File: config.mk
export PLATFORM = sky130hd
export DESIGN_NAME = irc_carrier_gen
export DESIGN_NICKNAME = d
export VERILOG_FILES = /design/src/rtl/irc_pkg.sv /design/src/rtl/irc_strobe_div.sv /design/src/rtl/irc_tick_prescaler.sv /design/src/rtl/irc_tick_select.sv /design/src/rtl/irc_period_engine.sv /design/src/rtl/irc_carrier_gen.sv
export SDC_FILE = /design/constraint.sdc
export NUM_CORES = 1
export LEC_CHECK = 0
export ABC_AREA = 1
export BUFFER_PORTS_ARGS = -buffer_cell sky130_fd_sc_hd__buf_4
export CORE_MARGIN = 4
export CORE_UTILIZATION = 50
export CTS_CLUSTER_DIAMETER = 80
export CTS_CLUSTER_SIZE = 25
export DETAILED_ROUTE_END_ITERATION = 10
export MAX_ROUTING_LAYER = met4
export PLACE_DENSITY_LB_ADDON = 0.15
export REMOVE_ABC_BUFFERS = 1
export SETUP_SLACK_MARGIN = 0.02
export SLEW_MARGIN = 25
export SYNTH_ARGS = -nofsm -noshare
export SYNTH_HDL_FRONTEND = slang
export SYNTH_SLANG_ARGS = --single-unit
File: constraint.sdc
create_clock -name clk_i -period 4.3 [get_ports clk_i]
set_input_delay 0.215 -clock clk_i [delete_from_list [all_inputs] [get_ports clk_i]]
set_output_delay 0.215 -clock clk_i [all_outputs]
set_load 0.1 [all_outputs]
File: src/rtl/irc_pkg.sv
package irc_pkg;

   // Tick source select, decoded from the control word.
   typedef enum logic [1:0] {
      TICK_SYS   = 2'd0,
      TICK_XTAL3 = 2'd1,
      TICK_1US   = 2'd2,
      TICK_10US  = 2'd3
   } tick_sel_e;

   localparam int unsigned CTRL_W       = 32;
   localparam int unsigned CTRL_EN_BIT  = 0;
   localparam int unsigned CTRL_INI_BIT = 2;
   localparam int unsigned CTRL_SEL_LSB = 12;

   typedef struct packed {
      logic      en;
      logic      init_hi;
      tick_sel_e sel;
   } ctrl_t;

   function automatic ctrl_t decode_ctrl(input logic [CTRL_W-1:0] w);
      ctrl_t c;
      c.en      = w[CTRL_EN_BIT];
      c.init_hi = w[CTRL_INI_BIT];
      c.sel     = tick_sel_e'(w[CTRL_SEL_LSB +: 2]);
      return c;
   endfunction

endpackage

File: src/rtl/irc_strobe_div.sv
// Divides a strobe stream by DIV: one output strobe per DIV input strobes.
module irc_strobe_div #(
   parameter int unsigned DIV = 3
) (
   input  logic clk_i,
   input  logic rst_ni,
   input  logic stb_i,
   output logic stb_o
);
   localparam int unsigned CW = (DIV > 1) ? $clog2(DIV) : 1;

   if (DIV == 0) begin : g_bad_div
      $error("irc_strobe_div: DIV must be at least 1");
   end

   if (DIV == 1) begin : g_pass
      logic unused_pass;
      assign unused_pass = clk_i ^ rst_ni;
      assign stb_o       = stb_i;
   end else begin : g_div
      localparam logic [CW-1:0] LAST = CW'(DIV - 1);
      logic [CW-1:0] cnt_q;

      always_ff @(posedge clk_i or negedge rst_ni) begin
         if (!rst_ni) begin
            cnt_q <= '0;
         end else if (stb_i) begin
            cnt_q <= (cnt_q == LAST) ? '0 : cnt_q + CW'(1);
         end
      end

      assign stb_o = stb_i & (cnt_q == LAST);
   end
endmodule

File: src/rtl/irc_tick_prescaler.sv
// Free-running tick sources: the 1 us tick, the slow (10 us) tick and the crystal/3 tick.
module irc_tick_prescaler #(
   parameter int unsigned CYC_PER_US  = 200,
   parameter int unsigned US_PER_SLOW = 10,
   parameter int unsigned XTAL_DIV    = 3
) (
   input  logic clk_i,
   input  logic rst_ni,
   input  logic xtal_stb_i,
   output logic us_tick_o,
   output logic slow_tick_o,
   output logic xtal_tick_o
);
   irc_strobe_div #(.DIV(CYC_PER_US)) u_us_div (
      .clk_i  (clk_i),
      .rst_ni (rst_ni),
      .stb_i  (1'b1),
      .stb_o  (us_tick_o)
   );

   // The slow tick is cascaded from the 1 us tick.
   irc_strobe_div #(.DIV(US_PER_SLOW)) u_slow_div (
      .clk_i  (clk_i),
      .rst_ni (rst_ni),
      .stb_i  (us_tick_o),
      .stb_o  (slow_tick_o)
   );

   irc_strobe_div #(.DIV(XTAL_DIV)) u_xtal_div (
      .clk_i  (clk_i),
      .rst_ni (rst_ni),
      .stb_i  (xtal_stb_i),
      .stb_o  (xtal_tick_o)
   );
endmodule

File: src/rtl/irc_tick_select.sv
// Picks the tick that advances the period counter.
module irc_tick_select
   import irc_pkg::*;
(
   input  tick_sel_e sel_i,
   input  logic      sys_tick_i,
   input  logic      xtal_tick_i,
   input  logic      us_tick_i,
   input  logic      slow_tick_i,
   output logic      tick_o
);
   always_comb begin
      unique case (sel_i)
         TICK_SYS:   tick_o = sys_tick_i;
         TICK_XTAL3: tick_o = xtal_tick_i;
         TICK_1US:   tick_o = us_tick_i;
         TICK_10US:  tick_o = slow_tick_i;
      endcase
   end
endmodule

File: src/rtl/irc_period_engine.sv
// Period counter with shadowed mark/space lengths and a registered wrap pulse.
module irc_period_engine #(
   parameter int unsigned HALF_W    = 16,
   parameter int unsigned RST_MARK  = 12,
   parameter int unsigned RST_SPACE = 12
) (
   input  logic              clk_i,
   input  logic              rst_ni,
   input  logic              en_i,
   input  logic              tick_i,
   input  logic [HALF_W-1:0] mark_i,
   input  logic [HALF_W-1:0] space_i,
   output logic              phase_hi_o,
   output logic              wrap_o,
   output logic [HALF_W-1:0] mark_sh_o,
   output logic [HALF_W-1:0] space_sh_o
);
   // One extra bit: mark+space+1 may reach 2^(HALF_W+1)-1.
   localparam int unsigned CNT_W = HALF_W + 1;

   logic [CNT_W-1:0]  cnt_q;
   logic [CNT_W-1:0]  last_w;
   logic [HALF_W-1:0] mark_q;
   logic [HALF_W-1:0] space_q;
   logic              wrap_q;
   logic              at_last;

   assign last_w  = CNT_W'(mark_q) + CNT_W'(space_q) + CNT_W'(1);
   assign at_last = (cnt_q == last_w);

   always_ff @(posedge clk_i or negedge rst_ni) begin
      if (!rst_ni) begin
         cnt_q   <= '0;
         mark_q  <= HALF_W'(RST_MARK);
         space_q <= HALF_W'(RST_SPACE);
         wrap_q  <= 1'b0;
      end else if (!en_i) begin
         // Idle: hold the counter at period start and track the configuration.
         cnt_q   <= '0;
         mark_q  <= mark_i;
         space_q <= space_i;
         wrap_q  <= 1'b0;
      end else begin
         wrap_q <= tick_i & at_last;
         if (tick_i) begin
            if (at_last) begin
               cnt_q   <= '0;
               mark_q  <= mark_i;
               space_q <= space_i;
            end else begin
               cnt_q <= cnt_q + CNT_W'(1);
            end
         end
      end
   end

   assign phase_hi_o = (cnt_q <= CNT_W'(mark_q));
   assign wrap_o     = wrap_q;
   assign mark_sh_o  = mark_q;
   assign space_sh_o = space_q;
endmodule

File: src/rtl/irc_carrier_gen.sv
module irc_carrier_gen
   import irc_pkg::*;
#(
   parameter int unsigned HALF_W      = 16,
   parameter int unsigned CYC_PER_US  = 200,
   parameter int unsigned US_PER_SLOW = 10,
   parameter int unsigned XTAL_DIV    = 3,
   parameter int unsigned RST_MARK    = 12,
   parameter int unsigned RST_SPACE   = 12
) (
   input  logic                clk_i,
   input  logic                rst_ni,
   input  logic [CTRL_W-1:0]   ctrl_i,
   input  logic [2*HALF_W-1:0] period_cfg_i,
   input  logic                xtal_stb_i,
   input  logic                gate_i,
   output logic                carrier_o,
   output logic                boundary_o
);
   if (HALF_W < 1 || HALF_W > 16) begin : g_bad_width
      $error("irc_carrier_gen: HALF_W must be in 1..16");
   end
   if (RST_MARK >= (1 << HALF_W) || RST_SPACE >= (1 << HALF_W)) begin : g_bad_rst
      $error("irc_carrier_gen: reset mark/space do not fit HALF_W");
   end

   ctrl_t             ctrl;
   logic              sel_tick;
   logic              us_tick;
   logic              slow_tick;
   logic              xtal_tick;
   logic              phase_hi;
   logic [HALF_W-1:0] shadow_mark;
   logic [HALF_W-1:0] shadow_space;
   logic              unused_ctrl;

   assign ctrl        = decode_ctrl(ctrl_i);
   assign unused_ctrl = ^{ctrl_i[CTRL_W-1:CTRL_SEL_LSB+2], ctrl_i[CTRL_SEL_LSB-1:CTRL_INI_BIT+1],
                          ctrl_i[CTRL_EN_BIT+1]};

   irc_tick_prescaler #(
      .CYC_PER_US  (CYC_PER_US),
      .US_PER_SLOW (US_PER_SLOW),
      .XTAL_DIV    (XTAL_DIV)
   ) u_presc (
      .clk_i       (clk_i),
      .rst_ni      (rst_ni),
      .xtal_stb_i  (xtal_stb_i),
      .us_tick_o   (us_tick),
      .slow_tick_o (slow_tick),
      .xtal_tick_o (xtal_tick)
   );

   irc_tick_select u_sel (
      .sel_i       (ctrl.sel),
      .sys_tick_i  (1'b1),
      .xtal_tick_i (xtal_tick),
      .us_tick_i   (us_tick),
      .slow_tick_i (slow_tick),
      .tick_o      (sel_tick)
   );

   irc_period_engine #(
      .HALF_W    (HALF_W),
      .RST_MARK  (RST_MARK),
      .RST_SPACE (RST_SPACE)
   ) u_engine (
      .clk_i      (clk_i),
      .rst_ni     (rst_ni),
      .en_i       (ctrl.en),
      .tick_i     (sel_tick),
      .mark_i     (period_cfg_i[2*HALF_W-1:HALF_W]),
      .space_i    (period_cfg_i[HALF_W-1:0]),
      .phase_hi_o (phase_hi),
      .wrap_o     (boundary_o),
      .mark_sh_o  (shadow_mark),
      .space_sh_o (shadow_space)
   );

   // Init-high overrides everything; otherwise the enable and the gate mask the phase.
   assign carrier_o = ctrl.init_hi | (ctrl.en & gate_i & phase_hi);
endmodule

After elaboration in Yosys (flattened, before gate mapping)
Index checks and enable logic that the tools add are counted.
W data, S select, Z words.
{"block": "totals", "register_bits": 64, "inputBits": 68, "out_inout_bits": 2, "elab_cells": 45}
{"block": "classes", "add_sub_neg": 6, "order_cmp": 1, "n_eq_ne": 9, "mux": 14, "bitwise_logic": 6, "reduce_logical": 2}
{"operator": "$mux W16", "count": 6}
{"operator": "$mux W17", "count": 3}
{"operator": "$add A17 B1 Y17 const B", "count": 2}
{"operator": "$add A16 B16 Y17", "count": 1}
{"operator": "$eq A17 B17 Y1", "count": 1}
{"operator": "$le A17 B16 Y1", "count": 1}
{"operator": "$add A8 B1 Y8 const B", "count": 1}
{"operator": "$eq A8 B8 Y1 const B", "count": 1}
{"operator": "$mux W8", "count": 1}
{"operator": "$eq A2 B2 Y1 const B", "count": 3}
{"operator": "$and A1 B1 Y1", "count": 5}
{"operator": "$add A4 B1 Y4 const B", "count": 1}
{"operator": "$eq A4 B4 Y1 const B", "count": 1}
{"operator": "$mux W4", "count": 1}
{"operator": "$ne A2 B1 Y1 const B", "count": 2}
{"operator": "$pmux W1 S4", "count": 1}
{"operator": "$add A2 B1 Y2 const B", "count": 1}
{"operator": "$eq A2 B1 Y1 const B", "count": 1}
{"operator": "$logic_not A2 Y1", "count": 1}
{"operator": "$mux W2", "count": 1}
{"operator": "$reduce_and A2 Y1", "count": 1}
{"operator": "$mux W1", "count": 1}
{"operator": "$or A1 B1 Y1", "count": 1}

Longest topological paths before layout
{"block": "logic_depth", "depth_word": 6, "depth_mapped": 21, "ltp_nobuf": 20}

Cells and area by module
A second synthesis with hierarchy kept.
{"block": "hier_totals", "cells_unflattened": 701, "hier_area_um2": 4981.0}
{"mod": "irc_period_engine", "instances": 1, "cells_each": 578, "area_each_um2": 4174.0, "seq_area_each_um2": 1256.2}
{"mod": "irc_strobe_div at u_presc.u_us_div", "instances": 1, "cells_each": 66, "area_each_um2": 447.9, "seq_area_each_um2": 200.2}
{"mod": "irc_strobe_div at u_presc.u_slow_div", "instances": 1, "cells_each": 26, "area_each_um2": 195.2, "seq_area_each_um2": 100.1}
{"mod": "irc_strobe_div at u_presc.u_xtal_div", "instances": 1, "cells_each": 13, "area_each_um2": 92.6, "seq_area_each_um2": 50.0}
{"mod": "irc_tick_select", "instances": 1, "cells_each": 13, "area_each_um2": 51.3, "seq_area_each_um2": 0.0}
{"mod": "irc_carrier_gen", "instances": 1, "cells_each": 4, "area_each_um2": 16.3, "seq_area_each_um2": 0.0}
{"mod": "irc_tick_prescaler", "instances": 1, "cells_each": 1, "area_each_um2": 3.8, "seq_area_each_um2": 0.0}

Worst setup path after synthesis
Ideal clock, no wire load.
{"block": "synth_path", "path_kind": "register to register", "start": "reg u_engine.mark_q[0], in the netlist u_engine.mark_sh_o[0]", "end": "reg u_engine.cnt_q[7]", "setup_time_ns": 0.123, "t_arrival_ns": 2.416, "required_ns": 4.177, "setup_slack_ns": 1.762, "stages_incl_launch_ff": 19, "n_path_buf": 1, "period_less_slack_ns": 2.538, "path_cell_list": "dfrtp_1 > inv_1 > ha_1 > inv_1 > fa_1 > or2_2 > nand3_1 > nand2_1 > nor2_1 > nand2_1 > nor2_1 > nand3_1 > nor2_1 > nand2_1 > nor2_2 > nand3_1 > nand2_1 > buf_4 > o21ai_1"}
{"block": "synth_via", "elab_chain_cells": 6}
{"element": "from (decl)", "line_no": "irc_period_engine.sv:23", "text": "logic [HALF_W-1:0] mark_q;"}
{"element": "from (signal assigned)", "line_no": "irc_period_engine.sv:34", "text": "mark_q <= HALF_W'(RST_MARK);"}
{"element": "from (signal assigned)", "line_no": "irc_period_engine.sv:40", "text": "mark_q <= mark_i;"}
{"element": "from (signal assigned)", "line_no": "irc_period_engine.sv:48", "text": "mark_q <= mark_i;"}
{"element": "$add A16 B16 Y17", "line_no": "irc_period_engine.sv:28", "text": "assign last_w = CNT_W'(mark_q) + CNT_W'(space_q) + CNT_W'(1);"}
{"element": "$add A17 B1 Y17", "line_no": "irc_period_engine.sv:28"}
{"element": "$eq A17 B17 Y1", "line_no": "irc_period_engine.sv:29", "text": "assign at_last = (cnt_q == last_w);"}
{"element": "$mux W17", "line_no": "irc_period_engine.sv:46", "text": "if (at_last) begin"}
{"element": "$mux W17", "line_no": "irc_period_engine.sv:45", "text": "if (tick_i) begin"}
{"element": "$mux W17", "line_no": "irc_period_engine.sv:37", "text": "end else if (!en_i) begin"}
{"element": "to (signal assigned)", "line_no": "irc_period_engine.sv:51", "text": "cnt_q <= cnt_q + CNT_W'(1);"}
{"element": "to (decl)", "line_no": "irc_period_engine.sv:21", "text": "logic [CNT_W-1:0] cnt_q;"}
No other way between the ends. The select of a mux whose other input is x is not followed.
A chain may end at the register's enable or synchronous reset.

Final worst setup path
{"block": "layout_path", "start": "reg u_engine.mark_q[0], in the netlist u_engine.mark_sh_o[0]", "end": "reg u_engine.space_q[7], in the netlist u_engine.space_sh_o[7]"}
{"block": "layout_via", "elab_chain_cells": 5}
{"element": "$add A16 B16 Y17", "line_no": "irc_period_engine.sv:28"}
{"element": "$add A17 B1 Y17", "line_no": "irc_period_engine.sv:28"}
{"element": "$eq A17 B17 Y1", "line_no": "irc_period_engine.sv:29"}
{"element": "$ne A2 B1 Y1 (no source line)"}
{"element": "$reduce_and A2 Y1 (no source line)"}
{"element": "to (signal assigned)", "line_no": "irc_period_engine.sv:35", "text": "space_q <= HALF_W'(RST_SPACE);"}
{"element": "to (signal assigned)", "line_no": "irc_period_engine.sv:41", "text": "space_q <= space_i;"}
{"element": "to (signal assigned)", "line_no": "irc_period_engine.sv:49", "text": "space_q <= space_i;"}
{"element": "to (decl)", "line_no": "irc_period_engine.sv:24", "text": "logic [HALF_W-1:0] space_q;"}
No other way between the ends.

==> results.yml <==
status:
  status: "completed"
clock_tree:
  cts_tree: "done"
  cts_max_level: 3
  cts_setup_buffers: 0
  insertion_delay_ns: 0.35
  cts_made_buffers: 9
  clkSinkCount: 64
  path_clk_slew_ns: 0.08
  root_buffer: "clkbuf_8"
  clock_path_buffers: 2
timing:
  skew_ns: 0.0114
  fin_setup_tns_ns: 0
  slew-limit-headroom_pct: 46.2
  post-route-min-period_ns: 3.51
  finalSetupViolCount: 0
  rsz0062_at_grt: "no"
  drv_slew: 0
  worst_slew_pin_slew_ns: 0.807
  fmax_mhz: 285
  fin_crit_sh_pct: 81.5
  final_hold_viol_count: 0
placed_design:
  io_buffers: 41
  gp_congestion: 0.987
  placed_area_sq_um: 5120
  dp_hpwl_microns: 8850
synth:
  synth_area_sq_um: 4730
  yosys.area.top_type_share_pct: 31.7
  avgSynthCellArea_sq_um: 6.96
  synthCells: 680
  synth.distinct_cells: 39
  yosysTopAreaCell: "dfrtp_1"
  synth-seq-cells: 64
  yosys_warnings: 0
  synth_area_leaders: "dfrtp_1 32%, nand2_1 17%, ha_1 9.0%, inv_1 7.9%, nand3_1 7.9%"
  ys_seq_area_share_pct: 34.0
grt:
  grt_start_max_net_pins: 65
  grt_overflow: 0
  grt_pass1_vias: 4288
  antenna_found_initial: 0
  grt_pass1_wl_microns: 20000
  grt_util_all_layers_pct: 23.1
cells_and_area:
  area_delta_synth_final_pct: 12.8
  fin_nets: 821
  final_common_cell: "nand2_1"
  antenna_cells: 0
  drive_above_1_share_pct: 9.96
  postLayoutCellArea_sq_um: 5330
  final_cell_mix: "218 x nand2_1, 100 x inv_1, 75 x nand3_1"
drt:
  viasPerCell: 5.09
  ant_nets: 0
  drt_iter0_markers: 223
  dr_total_vias: 4337
  routed_wl_microns: 11900
  dr.pass1.iters: 5
  wl_per_cell_microns: 13.9
  drc: 0
power_and_ir_drop:
  p_leak_nw: 2.92
  vdd_drop_max_mv: 0.152
  cellPowerDensity_nw_per_um2: 318
floorplan:
  start_util_pct: 51.2
  die_y_microns: 105
  dieWidth_microns: 105
  core_sq_um: 9240
  die_area_sq_um: 11100
  pin_count: 70
  num_rows: 35
setup_path:
  crit_arrival_ns: 3.79
  startpoint_type: "flop"
  crit_path_frequent_cell: "nand2_1"
  cpPeakStageDelay_ns: 0.51
  critical_path_class: "reg2reg"
  cp.required_ns: 4.59
  cpMaxStageDelayCell: "nand2_4"
  endpoint_kind: "flop"
  crit_fanout: 33
  worstPathCellList: "inv_1 -> ha_1 -> inv_1 -> fa_1 -> nand2_1 -> nand2_1 -> nand3_1 -> nand2_1 -> nand3_1 -> nand2_1 -> nand2_1 -> nand2_1 -> nand2_1 -> nand2_1 -> nor2_1 -> nand4_4 -> nand2_4 -> nand2_1 -> nand2_1"
job:
  maxCapViolCount: 0
worst_hold_path:
  hp-class: "in2reg"
==> power by group <==
| part | switching [mW] | leakage [nW] | internal (mW) |
|---|---|---|---|
| Sequential | 0.0316 | 0.811 | 0.642 |
| Combinational | 0.303 | 2.01 | 0.177 |
| Clock | 0.259 | 0.0989 | 0.285 |
| Total | 0.594 | 2.92 | 1.10 |
==> routing by layer <==
metal	vias to the layer above	GRT usage [%]	routed length [microns]
met1	1987	29.9	5630
met3	14	3.61	567
li1	2243	-	-
met5	-	-	0
met4	0	7.12	157
met2	93	37.5	5510
==> synthesized netlist by cell type <==
library cell,n
nor3b_1,1
clkbuf_1,4
or2_1,1
xnor2_1,10
buf_2,3
nand2_4,1
or3_1,1
nand3b_1,2
buf_4,1
a21oi_1,28
nor4_1,1
o211ai_1,1
xor2_1,23
buf_1,5
nor2_2,1
nor4_4,1
o22ai_1,1
o21ai_1,10
and3_1,1
nand2_2,2
or2_2,3
inv_1,100
dfstp_2,4
nand2_1,218
nand3_1,75
nand4_4,1
dfrtp_1,60
o31ai_1,2
buf_6,3
clkbuf_2,1
nand2b_1,1
nor2_1,43
ha_1,34
nor3_1,11
o41ai_1,1
a211oi_1,1
nand4_1,10
o21ai_0,13
fa_1,1
==> cells by family (layout without fill, tap and decap cells) <==
| family | after synthesis | count (layout) | share of synthesized area [%] |
|---|---|---|---|
| AO/OA/AOI/OAI | 57 | 57 | 6.35 |
| XOR/XNOR | 33 | 33 | 6.11 |
| adder cells (fa/ha/maj) | 35 | 35 | 9.42 |
| buffers and inverters | 117 | 160 | 9.95 |
| flip-flops | 64 | 64 | 34.0 |
| AND/OR/NAND/NOR | 374 | 374 | 34.2 |
==> path summary, 6_finish.rpt <==
check	slack, ns	from	cells past startpoint	endpoint
min in group asynchronous	0.49	rst_ni	2	u_engine.mark_sh_o[1]
hold reg to reg	0.46	u_presc.u_us_div.g_div.cnt_q[0]	1	u_presc.u_us_div.g_div.cnt_q[0]
max in group asynchronous	3.27	rst_ni	2	u_engine.mark_sh_o[10]
hold / removal	0.05	period_cfg_i[1]	3	u_engine.space_sh_o[1]
setup / recovery	0.79	u_engine.mark_sh_o[0]	19	u_engine.space_sh_o[7]
setup reg to reg	0.79	u_engine.mark_sh_o[0]	19	u_engine.space_sh_o[7]
==> timing repair <==
item	in CTS	in global routing
gates resized for setup	0	0
endpoints found under the hold margin	35	0
hold buffers	1	0
==> worst max-delay path, delay by kind of cell (launching register included) <==
family,cells,cell delay [ns]
AND/OR/NAND/NOR,15,2.35
buffers and inverters,2,0.15
flip-flops,1,0.41
adder cells (fa/ha/maj),2,0.52
==> area by class of cell <==
type                    instances  area [sq um]
fillers                       905          3910
multi-input cells             499          2650
flip-flops and latches         64          1610
inverters                     100           375
repair buffers                 44           333
well taps                     129           161
clock buffers                  10           138
clock inverters                 6          67.6
==> state kept, by name (all words and copies together) (netlist names) <==
signal                          flops
u_presc.u_us_div.g_div.cnt_q        8
u_engine.wrap_o                     1
u_presc.u_slow_div.g_div.cnt_q      4
u_engine.space_sh_o                16
u_presc.u_xtal_div.g_div.cnt_q      2
u_engine.cnt_q                     17
u_engine.mark_sh_o                 16
==> metrics by stage <==
| stage | power (mW) | instances | util [%] | hold slack (ns) | setup WS, ns |
|---|---|---|---|---|---|
| 6_report | 1.70 | 852 | 57.7 | 0.0470 | 0.794 |
| 5_1_grt | 1.81 | 852 | 57.7 | 0.0412 | 0.390 |
| 4_1_cts | 1.71 | 852 | 57.7 | 0.0390 | 0.740 |
| 3_5_place_dp | 1.16 | 835 | 55.4 | 0.366 | 0.786 |
| 3_3_place_gp | 1.15 | 835 | 55.4 | 0.355 | 0.928 |
| 2_1_floorplan | 1.02 | 663 | - | -0.0806 | 1.50 |
(Power assumes the default switching activity.)
